--- config.mk ---
export PLATFORM = sky130hd
export DESIGN_NAME = ring_dma_counter
export DESIGN_NICKNAME = d
export VERILOG_FILES = /design/src/rtl/rdc_pkg.sv /design/src/rtl/rdc_burst_calc.sv /design/src/rtl/rdc_advance.sv /design/src/rtl/ring_dma_counter.sv
export SDC_FILE = /design/constraint.sdc
export NUM_CORES = 1
export LEC_CHECK = 0
export ABC_AREA = 0
export BUFFER_PORTS_ARGS = -buffer_cell sky130_fd_sc_hd__clkbuf_2
export CAP_MARGIN = 20
export CORE_MARGIN = 1.5
export CORE_UTILIZATION = 60
export DETAILED_ROUTE_END_ITERATION = 10
export GPL_TIMING_DRIVEN = 0
export PLACE_DENSITY = 0.82
export SLEW_MARGIN = 15
export SYNTH_ARGS = -nofsm -noshare
export SYNTH_HDL_FRONTEND = slang
export SYNTH_HIERARCHICAL = 1
export SYNTH_SLANG_ARGS = --single-unit
--- constraint.sdc ---
create_clock -name clk -period 11.5 [get_ports clk]
set_input_delay 1.725 -clock clk [delete_from_list [all_inputs] [get_ports clk]]
set_output_delay 1.725 -clock clk [all_outputs]
set_load 0.02 [all_outputs]
--- src/rtl/rdc_pkg.sv ---
package rdc_pkg;

    typedef enum logic [1:0] {
        RDC_SEL_BASE   = 2'd0,
        RDC_SEL_FRAME  = 2'd1,
        RDC_SEL_SAMPLE = 2'd2,
        RDC_SEL_NONE   = 2'd3
    } rdc_sel_e;

    // log2 of bytes per sample: stereo adds one, 16-bit adds one
    function automatic logic [1:0] rdc_shift(input logic [1:0] fmt);
        return {1'b0, fmt[0]} + {1'b0, fmt[1]};
    endfunction

endpackage

--- src/rtl/rdc_burst_calc.sv ---
module rdc_burst_calc
    import rdc_pkg::*;
#(
    parameter int ADDR_W = 32,
    parameter int CNT_W  = 16
) (
    input  logic [1:0]        fmt,
    input  logic [CNT_W-1:0]  req_bytes,
    input  logic [ADDR_W-1:0] base,
    input  logic [CNT_W-1:0]  idx,
    input  logic [CNT_W-1:0]  size,
    input  logic [CNT_W-1:0]  remain,
    input  logic [1:0]        carry,
    output logic [1:0]        shift,
    output logic [CNT_W+2:0]  period_bytes,
    output logic [CNT_W-1:0]  len,
    output logic [ADDR_W-1:0] addr
);
    localparam int BW = CNT_W + 3;

    logic [CNT_W-1:0] rounded;
    logic [BW-1:0]    words_left;
    logic [BW-1:0]    buf_bytes;
    logic [BW-1:0]    lim_a;

    always_comb begin
        shift        = rdc_shift(fmt);
        rounded      = req_bytes & ~((CNT_W'(1) << shift) - CNT_W'(1));
        words_left   = {3'b000, size} - {3'b000, idx} + BW'(1);
        buf_bytes    = (words_left << 2) + BW'(carry);
        period_bytes = ({3'b000, remain} + BW'(1)) << shift;
        lim_a        = (buf_bytes < period_bytes) ? buf_bytes : period_bytes;
        len          = ({3'b000, rounded} < lim_a) ? rounded : CNT_W'(lim_a);
        addr         = base + ADDR_W'({idx, 2'b00}) + ADDR_W'(carry);
    end

endmodule

--- src/rtl/rdc_advance.sv ---
module rdc_advance #(
    parameter int CNT_W = 16
) (
    input  logic [CNT_W-1:0] len,
    input  logic [1:0]       carry,
    input  logic [1:0]       shift,
    input  logic [CNT_W-1:0] idx,
    input  logic [CNT_W-1:0] size,
    input  logic [CNT_W-1:0] period,
    input  logic [CNT_W+2:0] period_bytes,
    output logic [CNT_W-1:0] idx_next,
    output logic [1:0]       carry_next,
    output logic [CNT_W-1:0] remain_next,
    output logic             period_hit
);
    localparam int BW = CNT_W + 3;

    logic [CNT_W:0] sum;
    logic [CNT_W:0] adv;
    logic [BW-1:0]  left_after;

    always_comb begin
        sum        = {1'b0, len} + {{(CNT_W-1){1'b0}}, carry};
        carry_next = sum[1:0];
        adv        = {1'b0, idx} + {2'b00, sum[CNT_W:2]};
        idx_next   = (adv > {1'b0, size}) ? '0 : adv[CNT_W-1:0];
        period_hit = ({3'b000, len} == period_bytes);
        left_after = period_bytes - {3'b000, len} - BW'(1);
        remain_next = period_hit ? period : CNT_W'(left_after >> shift);
    end

endmodule

--- src/rtl/ring_dma_counter.sv ---
module ring_dma_counter
    import rdc_pkg::*;
#(
    parameter int ADDR_W    = 32,
    parameter int CNT_W     = 16,
    parameter bit HAS_PAUSE = 1'b1
) (
    input  logic                 clk,
    input  logic                 rst_n,
    input  logic                 cfg_wr,
    input  logic [1:0]           cfg_sel,
    input  logic [ADDR_W-1:0]    cfg_wdata,
    input  logic [1:0]           fmt,
    input  logic                 chan_en,
    input  logic                 chan_pause,
    input  logic                 int_en,
    input  logic                 loop_sel,
    input  logic                 burst_req,
    input  logic [CNT_W-1:0]     burst_bytes,
    output logic                 burst_valid,
    output logic [ADDR_W-1:0]    burst_addr,
    output logic [CNT_W-1:0]     burst_len,
    output logic                 evt_done,
    output logic                 irq_pend,
    output logic [2*CNT_W-1:0]   frame_cnt,
    output logic [2*CNT_W-1:0]   samp_cnt,
    output logic [1:0]           byte_carry
);
    localparam int BW = CNT_W + 3;

    typedef struct packed {
        logic [ADDR_W-1:0] base;
        logic [CNT_W-1:0]  idx;
        logic [CNT_W-1:0]  size;
        logic [CNT_W-1:0]  remain;
        logic [CNT_W-1:0]  period;
        logic [1:0]        carry;
        logic              valid;
        logic [ADDR_W-1:0] addr;
        logic [CNT_W-1:0]  len;
        logic              done;
        logic              pend;
    } state_t;

    state_t st_d, st_q;

    logic              run;
    logic              go;
    logic [1:0]        shift;
    logic [BW-1:0]     period_bytes;
    logic [CNT_W-1:0]  grant_len;
    logic [ADDR_W-1:0] grant_addr;
    logic [CNT_W-1:0]  idx_next;
    logic [1:0]        carry_next;
    logic [CNT_W-1:0]  remain_next;
    logic              period_hit;

    generate
        if (HAS_PAUSE) begin : g_pause
            assign run = chan_en & ~chan_pause;
        end else begin : g_nopause
            assign run = chan_en;
        end
    endgenerate

    rdc_burst_calc #(.ADDR_W(ADDR_W), .CNT_W(CNT_W)) i_calc (
        .fmt          (fmt),
        .req_bytes    (burst_bytes),
        .base         (st_q.base),
        .idx          (st_q.idx),
        .size         (st_q.size),
        .remain       (st_q.remain),
        .carry        (st_q.carry),
        .shift        (shift),
        .period_bytes (period_bytes),
        .len          (grant_len),
        .addr         (grant_addr)
    );

    rdc_advance #(.CNT_W(CNT_W)) i_adv (
        .len          (grant_len),
        .carry        (st_q.carry),
        .shift        (shift),
        .idx          (st_q.idx),
        .size         (st_q.size),
        .period       (st_q.period),
        .period_bytes (period_bytes),
        .idx_next     (idx_next),
        .carry_next   (carry_next),
        .remain_next  (remain_next),
        .period_hit   (period_hit)
    );

    assign go = burst_req & run & ~cfg_wr & (grant_len != '0);

    always_comb begin
        st_d       = st_q;
        st_d.valid = go;
        st_d.done  = go & period_hit;
        if (go) begin
            st_d.addr   = grant_addr;
            st_d.len    = grant_len;
            st_d.remain = remain_next;
            st_d.carry  = carry_next;
            if (!loop_sel) begin
                st_d.idx = idx_next;
            end
        end
        st_d.pend = int_en & (st_q.pend | (go & period_hit));
        if (cfg_wr) begin
            case (rdc_sel_e'(cfg_sel))
                RDC_SEL_BASE: st_d.base = cfg_wdata;
                RDC_SEL_FRAME: begin
                    st_d.size  = cfg_wdata[CNT_W-1:0];
                    st_d.idx   = cfg_wdata[2*CNT_W-1:CNT_W];
                    st_d.carry = 2'b00;
                end
                RDC_SEL_SAMPLE: st_d.period = cfg_wdata[CNT_W-1:0];
                default: ;
            endcase
        end
    end

    always_ff @(posedge clk or negedge rst_n) begin
        if (!rst_n) begin
            st_q <= '0;
        end else begin
            st_q <= st_d;
        end
    end

    assign burst_valid = st_q.valid;
    assign burst_addr  = st_q.addr;
    assign burst_len   = st_q.len;
    assign evt_done    = st_q.done;
    assign irq_pend    = st_q.pend;
    assign frame_cnt   = {st_q.idx, st_q.size};
    assign samp_cnt    = {st_q.remain, st_q.period};
    assign byte_carry  = st_q.carry;

endmodule

==> results of run 1 <==
==> layer usage <==
metal / up-vias / GRT usage, % / share of wire (%)
met1: 6157 / 45.0 / 41
li1: 5875 / - / -
met2: 693 / 52.5 / 45
met4: 0 / 16.3 / 5.4
met5: - / 0 / 0
met3: 178 / 7.97 / 9.2
==> final timing paths <==
path | slack [ns] | cells past startpoint | to | start
max | 0.09 | 52 | frame_cnt[26] | fmt[0]
min | 0.50 | 1 | irq_pend | irq_pend
max reg2reg | 0.25 | 52 | frame_cnt[26] | frame_cnt[17]
min reg2reg | 0.50 | 1 | irq_pend | irq_pend
max in group asynchronous | 9.40 | 2 | frame_cnt[16] | rst_n
min in group asynchronous | 1.23 | 1 | burst_len[0] | rst_n
==> cells in the mapped netlist, types with 4 or more instances <==
cell type / number
a211oi_1: 16
a21o_1: 35
a21oi_1: 79
a221o_1: 4
a31oi_1: 20
and2_1: 21
and3_1: 16
and4_1: 6
buf_2: 9
buf_4: 115
buf_6: 10
clkbuf_1: 40
dfrtp_1: 149
fa_1: 5
ha_1: 135
inv_1: 105
mux2_2: 77
mux2_4: 64
mux2i_1: 56
nand2_1: 76
nand2b_1: 19
nand3_1: 47
nand3b_1: 4
nand4_1: 19
nor2_1: 101
nor2b_1: 7
nor3_1: 23
nor3b_1: 6
nor4_1: 8
nor4_2: 4
o2111ai_1: 4
o211ai_1: 13
o21a_1: 14
o21ai_0: 64
o21ai_1: 8
o21bai_1: 12
o311ai_0: 4
or2_2: 4
or3_1: 7
xnor2_1: 58
xor2_1: 24
==> state kept, by name, summed over array words and instances, names as in the netlist <==
name / cells
frame_cnt: 32
evt_done: 1
irq_pend: 1
burst_valid: 1
byte_carry: 2
burst_addr: 32
samp_cnt: 32
st_q: 32
burst_len: 16
==> cell families (layout without fill, tap and decap cells) <==
family | count (synthesis) | after routing | share of synthesized area, %
fa+ha+maj | 140 | 140 | 12.4
flops | 149 | 149 | 25.8
compound gates | 316 | 316 | 14.8
buf+inv | 289 | 512 | 11.4
mux | 201 | 201 | 17.1
xor+xnor | 82 | 82 | 4.97
simple gates | 382 | 382 | 13.5
==> per-stage QoR <==
step                area [um^2]  hold slack (ns)
floorplan                 14500            0.483
global placement          15700            0.478
detailed placement        15800            0.489
CTS                       16600            0.505
global route              16900            0.518
finish                    16900            0.499
==> critical path: cells and delay by family <==
kind,cells,cell delay (ns)
and+or+nand+nor,10,1.92
xor gates and xnor gates,2,0.35
buffers and inverters,10,1.28
AOI/OAI and AO/OA,19,3.19
adders and majority gates,8,2.56
muxes,3,0.75
==> final cells by class <==
type	count	area (um^2)
Timing Repair Buffer	192	1040
Inverter	107	402
Sequential cell	149	3730
Buffer	181	1280
Tap cell	319	399
Multi-Input combinational cell	1121	9440
Fill cell	1749	6630
Clock buffer	17	425
Clock inverter	15	199
==> repair_timing <==
| action | CTS | global route |
|---|---|---|
| pin swaps | 1 | 10 |
| resized for setup | 31 | 61 |
| buffers inserted | 4 | 11 |
| setup endpoints to repair | 17 | 16 |
==> results.sh, run 1 <==
export IMPL_outcome="finished clean"
export IMPL_setup_tns_ns=0
export IMPL_setup_viol=0
export IMPL_critPathArrivalTime_ns=11.79
export IMPL_avgSynthCellArea_um2=9.27
export IMPL_synth_warnings=6
export IMPL_final_cell_mix="176 x clkbuf_2, 148 x dfrtp_1, 132 x ha_1"
export IMPL_synth_area_leaders="dfrtp_1 26%, ha_1 12%, mux2_4 6.6%"
export IMPL_grt_usage_pct=34.1
export IMPL_numCtsBuffers=17
export IMPL_cts_tree="yes"
export IMPL_async_flop_share_pct=100
export IMPL_path_max_fanout=10
export IMPL_cts_num_sinks=149
export IMPL_start_util_pct=61.4
export IMPL_syn_nets=1759
export IMPL_synth_edf_count=0
export IMPL_gp_congestion=0.947
export IMPL_clock_root_buffer="clkbuf_16"
export IMPL_drive_gt1_share_pct=33.2
export IMPL_path_clk_slew_ns=0.08
export IMPL_critPathMaxStageDelay_ns=0.42
export IMPL_instances_no_fill=2101
export IMPL_finClkSkew_ns=0.0204
export IMPL_drc_errors=0
export IMPL_dieArea_um2=25000
export IMPL_die_x_um=158
export IMPL_hold_path_class="reg2reg"
export IMPL_cts_hold_buf=0
export IMPL_die_height_um=158
export IMPL_nets=1969
export IMPL_synth_top_area_cell="dfrtp_1"
export IMPL_routed_wl_um=43400
export IMPL_layout_commonest_cell="clkbuf_2"
export IMPL_num_vias=12900
export IMPL_rows=56
export IMPL_grt_pass1_wl_um=64700
export IMPL_io_pins=177
export IMPL_critPathRequiredTime_ns=11.87
export IMPL_timing_final_crit_share_pct=99.3
export IMPL_place_hpwl_um=32500
export IMPL_drtIter0Drc=1068
export IMPL_synth_seq_cells=149
export IMPL_cp_end_kind="flop"
export IMPL_worstMarginPinSlew_ns=0.872
export IMPL_dpl_worst_slack_ns=-2.17
export IMPL_syn_area_um2=14500
export IMPL_grt_pass1_vias=12000
export IMPL_synth_top_cell_area_share_pct=25.8
export IMPL_drv_slew=0
export IMPL_worst_slack_ns=0.0853
export IMPL_cp_start_kind="input port"
export IMPL_fmax_mhz=87.6
export IMPL_viasPerCell=6.14
export IMPL_htree_num_levels=4
export IMPL_grt_max_degree=99
export IMPL_core_um2=23500
export IMPL_placed_cells=2055
export IMPL_worstSetupPathType="in2reg"
export IMPL_ant_nets=0
export IMPL_clock_path_buffers=2
export IMPL_area_growth_syn_to_layout_pct=17.0
export IMPL_dr_pass1_iters=6
export IMPL_clk_latency_ns=0.46
export IMPL_ys_seq_area_share_pct=25.8
export IMPL_crit_path_top_delay_cell="fa_1"
export IMPL_max_cap_viol_count=0
export IMPL_ys_flop_type="dfrtp_1"
export IMPL_grt_overflow=0
export IMPL_port_buffers=176
export IMPL_antenna_found_initial=0
export IMPL_syn_inst=1559
export IMPL_antenna_cells=0
export IMPL_relSlewSlack_pct=40.2
export IMPL_synth_distinct_cells=90
export IMPL_hold_viol_final=0
export IMPL_min_period_ns=11.41
export IMPL_avgRoutedWirePerCell_um=20.6
export IMPL_final_util_pct=71.8
Power of run 1 is left out: the tool's default activity adds up to more than one toggle a clock period on the data nets, which glitch-free logic cannot reach.
==> run 2: changes to the inputs <==
--- a/config.mk
+++ b/config.mk
@@ -6,13 +6,15 @@
 export NUM_CORES = 1
 export LEC_CHECK = 0
 export ABC_AREA = 0
+export ABC_CLOCK_PERIOD_IN_PS = 14450
 export BUFFER_PORTS_ARGS = -buffer_cell sky130_fd_sc_hd__clkbuf_2
 export CAP_MARGIN = 20
 export CORE_MARGIN = 1.5
-export CORE_UTILIZATION = 60
+export CORE_UTILIZATION = 65
 export DETAILED_ROUTE_END_ITERATION = 10
 export GPL_TIMING_DRIVEN = 0
-export PLACE_DENSITY = 0.82
+export PLACE_DENSITY = 0.88
+export REMOVE_ABC_BUFFERS = 1
 export SLEW_MARGIN = 15
 export SYNTH_ARGS = -nofsm -noshare
 export SYNTH_HDL_FRONTEND = slang
==> constraint.sdc (replaced) <==
create_clock -name clk -period 14.45 [get_ports clk]
set_input_delay 2.1675 -clock clk [delete_from_list [all_inputs] [get_ports clk]]
set_output_delay 2.1675 -clock clk [all_outputs]
set_load 0.02 [all_outputs]
==> run 2 against run 1 <==
Effect of this change: cell count shrank 10%; hold slack gained 0.011 ns; first-iteration DRC count shrank 7.3%; critical path depth shrank 5; sequential cell count is the same; die area shrank 7.6%.
==> results.sh, run 2 (synthesized netlist as in run 1, its figures left out) <==
export IMPL_worstMarginPinSlew_ns=1.04
export IMPL_clock_path_buffers=2
export IMPL_rsz0062_at_grt="no"
export IMPL_io_pins=177
export IMPL_dr_pass1_iters=8
export IMPL_critPathArrivalTime_ns=14.13
export IMPL_wl_met3_um=2930
export IMPL_start_util_pct=66.2
export IMPL_n_fill_cell=1611
export IMPL_grt_pass1_vias=11600
export IMPL_port_buffers=176
export IMPL_wl_met1_um=16300
export IMPL_max_cap_viol_count=0
export IMPL_num_vias=12000
export IMPL_numCtsBuffers=17
export IMPL_drtIter0Drc=990
export IMPL_critPathMaxStageDelay_ns=0.60
export IMPL_wl_met2_um=17300
export IMPL_die_x_um=152
export IMPL_path_clk_slew_ns=0.07
export IMPL_min_period_ns=13.79
export IMPL_die_height_um=152
export IMPL_crit_path_top_delay_cell="ha_4"
export IMPL_ant_nets=0
export IMPL_relSlewSlack_pct=30.7
export IMPL_final_area_um2=15400
export IMPL_cts_tree="yes"
export IMPL_viasPerCell=6.38
export IMPL_nets=1794
export IMPL_crit_buf_inv=6
export IMPL_clk_latency_ns=0.44
export IMPL_layout_commonest_cell="clkbuf_2"
export IMPL_drv_slew=0
export IMPL_cp_end_kind="flop"
export IMPL_antenna_found_initial=0
export IMPL_place_hpwl_um=29100
export IMPL_grt_pass1_wl_um=60400
export IMPL_finClkSkew_ns=0.0116
export IMPL_critPathRequiredTime_ns=14.80
export IMPL_rows=54
export IMPL_area_growth_syn_to_layout_pct=6.69
export IMPL_htree_num_levels=4
export IMPL_final_cell_mix="175 x clkbuf_2, 149 x dfrtp_1, 133 x ha_1"
export IMPL_drc_errors=0
export IMPL_dieArea_um2=23100
export IMPL_hold_path_class="reg2reg"
export IMPL_core_um2=21800
export IMPL_timing_final_crit_share_pct=95.4
export IMPL_path_max_fanout=44
export IMPL_outcome="finished clean"
export IMPL_top_layer_used="met4"
export IMPL_worstSetupPathType="in2reg"
export IMPL_routed_wl_um=38200
export IMPL_grt_overflow=0
export IMPL_setup_viol=0
export IMPL_placed_area_um2=14700
export IMPL_gp_congestion=0.969
export IMPL_avgRoutedWirePerCell_um=20.3
export IMPL_hold_viol_final=0
export IMPL_grt_max_degree=87
export IMPL_grt_usage_pct=32.5
export IMPL_cp_start_kind="input port"
export IMPL_antenna_cells=0
export IMPL_drive_gt1_share_pct=25.8
export IMPL_fmax_mhz=72.5
export IMPL_clock_root_buffer="clkbuf_16"
export IMPL_critPathTopFamily="compound AO/OA/AOI/OAI gates"
export IMPL_cts_num_sinks=149
-- run 2: cell count changes in the layout (fill, tap and decap cells not counted), sizes merged --
cell and delta:
buf -132, bufinv +1, clkbuf -43, clkinv -3
clkinvlp +1, inv +1
-- run 2: final cells by class --
class	count	area [um^2]	share of cell area [%]
repair buffers	198	1200	7.77
clock buffers	17	425	2.76
inverters	107	402	2.60
multi-input cells	1121	9130	59.2
clock inverters	15	180	1.17
flip-flops and latches	149	3730	24.2
well taps	280	350	2.27
-- run 2: stage by stage --
step | setup slack (ns) | hold WS (ns) | cells | utilization (%) | TNS, ns
after floorplan | 1.45 | 0.488 | 1377 | - | 0
after global placement | -1.81 | 0.473 | 1833 | 66.1 | -31.21
after detailed placement | -1.63 | 0.495 | 1845 | 67.2 | -24.79
after CTS | 0.0149 | 0.515 | 1877 | 70.1 | 0
after global routing | 0.0220 | 0.528 | 1887 | 70.7 | 0
final | 0.664 | 0.510 | 1887 | 70.7 | 0
-- run 2: path summary, 6_finish.rpt --
kind	cells past startpoint	end	startpoint	slack (ns)
max	47	frame_cnt[29]	fmt[1]	0.66
min	1	irq_pend	irq_pend	0.51
max reg2reg	48	frame_cnt[29]	frame_cnt[17]	2.11
min reg2reg	1	irq_pend	irq_pend	0.51
max in group asynchronous	2	st_q[124]	rst_n	11.91
min in group asynchronous	1	samp_cnt[3]	rst_n	1.70
-- run 2: layer usage --
| layer | GRT usage [%] | vias up |
|---|---|---|
| li1 | - | 5521 |
| met1 | 43.8 | 5794 |
| met2 | 51.1 | 613 |
| met3 | 5.45 | 112 |
| met4 | 15.4 | 0 |
| met5 | 0 | - |
-- run 2: worst reg2reg max path: cells and delay by family, from the launching register on --
kind | cells | cell delay (ns)
xor gates and xnor gates | 3 | 0.58
adders and majority gates | 9 | 2.96
and+or+nand+nor | 14 | 3.04
DFF | 1 | 0.49
buffers and inverters | 3 | 0.26
AOI/OAI and AO/OA | 17 | 4.23
muxes | 2 | 0.72
-- run 2: what timing repair did --
action,CTS,global route
setup endpoints to repair,16,16
resized for setup,4,4
hold buffers,0,0
pin swaps,0,0
setup buffers,0,10
Power of run 2 is left out for the same reason.
==> run 3: changes to the inputs <==
--- a/config.mk
+++ b/config.mk
@@ -14,6 +14,7 @@
 export DETAILED_ROUTE_END_ITERATION = 10
 export GPL_TIMING_DRIVEN = 0
 export PLACE_DENSITY = 0.88
+export RECOVER_POWER = 100
 export REMOVE_ABC_BUFFERS = 1
 export SLEW_MARGIN = 15
 export SYNTH_ARGS = -nofsm -noshare
==> run 3 against run 2 <==
Effect of this change: clock skew about the same; sequential share of layout area increased by 0.92 points; maximum frequency decreased by 0.29%; utilization decreased by 2.6 points; die area unchanged; register-to-register slack improved by 0.02 ns; final area decreased by 3.7%; non-clock buffer count unchanged; critical endpoint unchanged; the run now ends with max-capacitance violations, max-slew violations left; via count decreased by 1.0%; count of clock-buffer cells in the layout unchanged; first-iteration DRC count increased by 2.9%.
==> results.sh, run 3 (synthesized netlist as in run 1, its figures left out) <==
export IMPL_outcome="finished, violations left"
export IMPL_violations="max-capacitance violations, max-slew violations"
export IMPL_antenna_found_initial=0
export IMPL_ff2ff_setup_slack_ns=2.13
export IMPL_fmax_mhz=72.3
export IMPL_worstHoldEndpoint="burst_addr[14]"
export IMPL_rr_worst_depth=49
export IMPL_die_height_um=152
export IMPL_grt_pass1_wl_um=60400
export IMPL_worstMarginPinSlew_ns=4.42
export IMPL_drive_gt1_share_pct=13.8
export IMPL_relSlewSlack_pct=-195
export IMPL_hold_viol_final=0
export IMPL_num_vias=11900
export IMPL_path_clk_slew_ns=0.07
export IMPL_regToRegStartpoint="frame_cnt[17]"
export IMPL_timing_final_crit_share_pct=95.7
export IMPL_routed_wl_um=38200
export IMPL_instances_no_fill=1887
export IMPL_setup_tns_ns=0
export IMPL_grt_max_degree=87
export IMPL_critPathRequiredTime_ns=14.80
export IMPL_clock_root_buffer="clkbuf_16"
export IMPL_placed_cells=1845
export IMPL_n_fill_cell=1779
export IMPL_cp_start_kind="input port"
export IMPL_min_period_ns=13.83
export IMPL_antenna_cells=0
export IMPL_final_cell_mix="149 x dfrtp_1, 133 x ha_1, 132 x clkbuf_1"
export IMPL_startpoint="fmt[1]"
export IMPL_setup_viol=0
export IMPL_rsz0062_at_grt="no"
export IMPL_max_cap_viol_count=2
export IMPL_drv_slew=152
export IMPL_rows=54
export IMPL_cts_tree="yes"
export IMPL_timing_critical_path_mode_cell="a21oi_1"
export IMPL_clk_latency_ns=0.44
export IMPL_layout_commonest_cell="dfrtp_1"
export IMPL_critPathMaxStageDelay_ns=0.60
export IMPL_cts_hold_buf=0
export IMPL_finClkSkew_ns=0.0114
export IMPL_avgRoutedWirePerCell_um=20.3
export IMPL_core_um2=21800
export IMPL_drc_errors=0
export IMPL_grt_overflow=0
export IMPL_die_x_um=152
export IMPL_ant_nets=0
export IMPL_place_hpwl_um=29100
export IMPL_crit_path_top_delay_cell="nor3_2"
export IMPL_cts_num_sinks=149
export IMPL_io_pins=177
export IMPL_gp_congestion=0.969
export IMPL_htree_num_levels=4
export IMPL_numCtsBuffers=17
export IMPL_drtIter0Drc=1019
export IMPL_area_growth_syn_to_layout_pct=2.77
export IMPL_clock_path_buffers=2
export IMPL_port_buffers=176
export IMPL_path_max_fanout=44
export IMPL_hp_start="burst_addr[14]"
export IMPL_dr_pass1_iters=7
export IMPL_min_path_cells=1
export IMPL_start_util_pct=66.2
export IMPL_r2r_end="frame_cnt[29]"
export IMPL_grt_usage_pct=32.5
export IMPL_nets=1794
export IMPL_worstSetupPathType="in2reg"
export IMPL_hold_path_class="reg2reg"
export IMPL_dieArea_um2=23100
export IMPL_viasPerCell=6.31
export IMPL_critPathArrivalTime_ns=14.18
export IMPL_grt_pass1_vias=11600
export IMPL_cp_end_kind="flop"
==> run 3: cell count changes in the layout (fill, tap and decap cells not counted), moves of 2 or more <==
| cell | delta |
|---|---|
| clkbuf_1 | +132 |
| clkbuf_2 | -120 |
| mux2_1 | +58 |
| mux2_4 | -57 |
| and2_0 | +11 |
| and2_1 | -10 |
| buf_16 | -5 |
| buf_4 | -3 |
| buf_8 | -2 |
==> run 3: worst max-delay path, delay by kind of cell <==
kind,cells,cell delay [ns]
AO/OA/AOI/OAI,21,4.51
adder cells (fa/ha/maj),7,2.53
AND/OR/NAND/NOR,9,2.53
multiplexers,3,1.11
buffers and inverters,6,0.92
XOR/XNOR,2,0.37
==> run 3: cell type report <==
cell class | instances | area, um^2 | share of cell area (%)
Timing Repair Buffer | 198 | 878 | 5.91
Tap cell | 280 | 350 | 2.36
Sequential cell | 149 | 3730 | 25.1
Clock inverter | 15 | 180 | 1.21
Inverter | 107 | 402 | 2.70
Clock buffer | 17 | 425 | 2.86
Multi-Input combinational cell | 1121 | 8890 | 59.8
==> run 3: per-layer routing <==
| metal | track usage, % | wire [um] | up-vias |
|---|---|---|---|
| met3 | 5.45 | 2770 | 105 |
| met1 | 43.8 | 16400 | 5728 |
| li1 | - | - | 5520 |
| met5 | 0 | 0 | - |
| met4 | 15.4 | 1670 | 0 |
| met2 | 51.1 | 17400 | 563 |
==> run 3: metrics by stage <==
stage | utilization (%) | hold WS (ns) | setup slack [ns] | area (um^2)
after floorplan | - | 0.488 | 1.45 | 13200
after global placement | 66.1 | 0.473 | -1.81 | 14400
after detailed placement | 67.2 | 0.495 | -1.63 | 14700
after CTS | 70.1 | 0.515 | 0.0149 | 15300
after global routing | 68.1 | 0.502 | 0.0217 | 14900
final | 68.1 | 0.485 | 0.624 | 14900
==> run 3: how the worst max path moves through the flow <==
stage	to	slack [ns]	cells after the start
floorplan	frame_cnt[27]	1.45	47
global placement	frame_cnt[18]	-1.81	46
global route	frame_cnt[22]	0.02	48
detailed placement	frame_cnt[25]	-1.63	46
finish	frame_cnt[29]	0.62	48
CTS	frame_cnt[29]	0.01	46
==> run 3: repair_timing <==
action / 4_1_cts / 5_1_grt
resized for setup: 4 / 4
hold endpoints to repair: 0 / 0
buffers inserted: 0 / 10
endpoints found under the setup margin: 16 / 16
Power of run 3 is left out for the same reason.
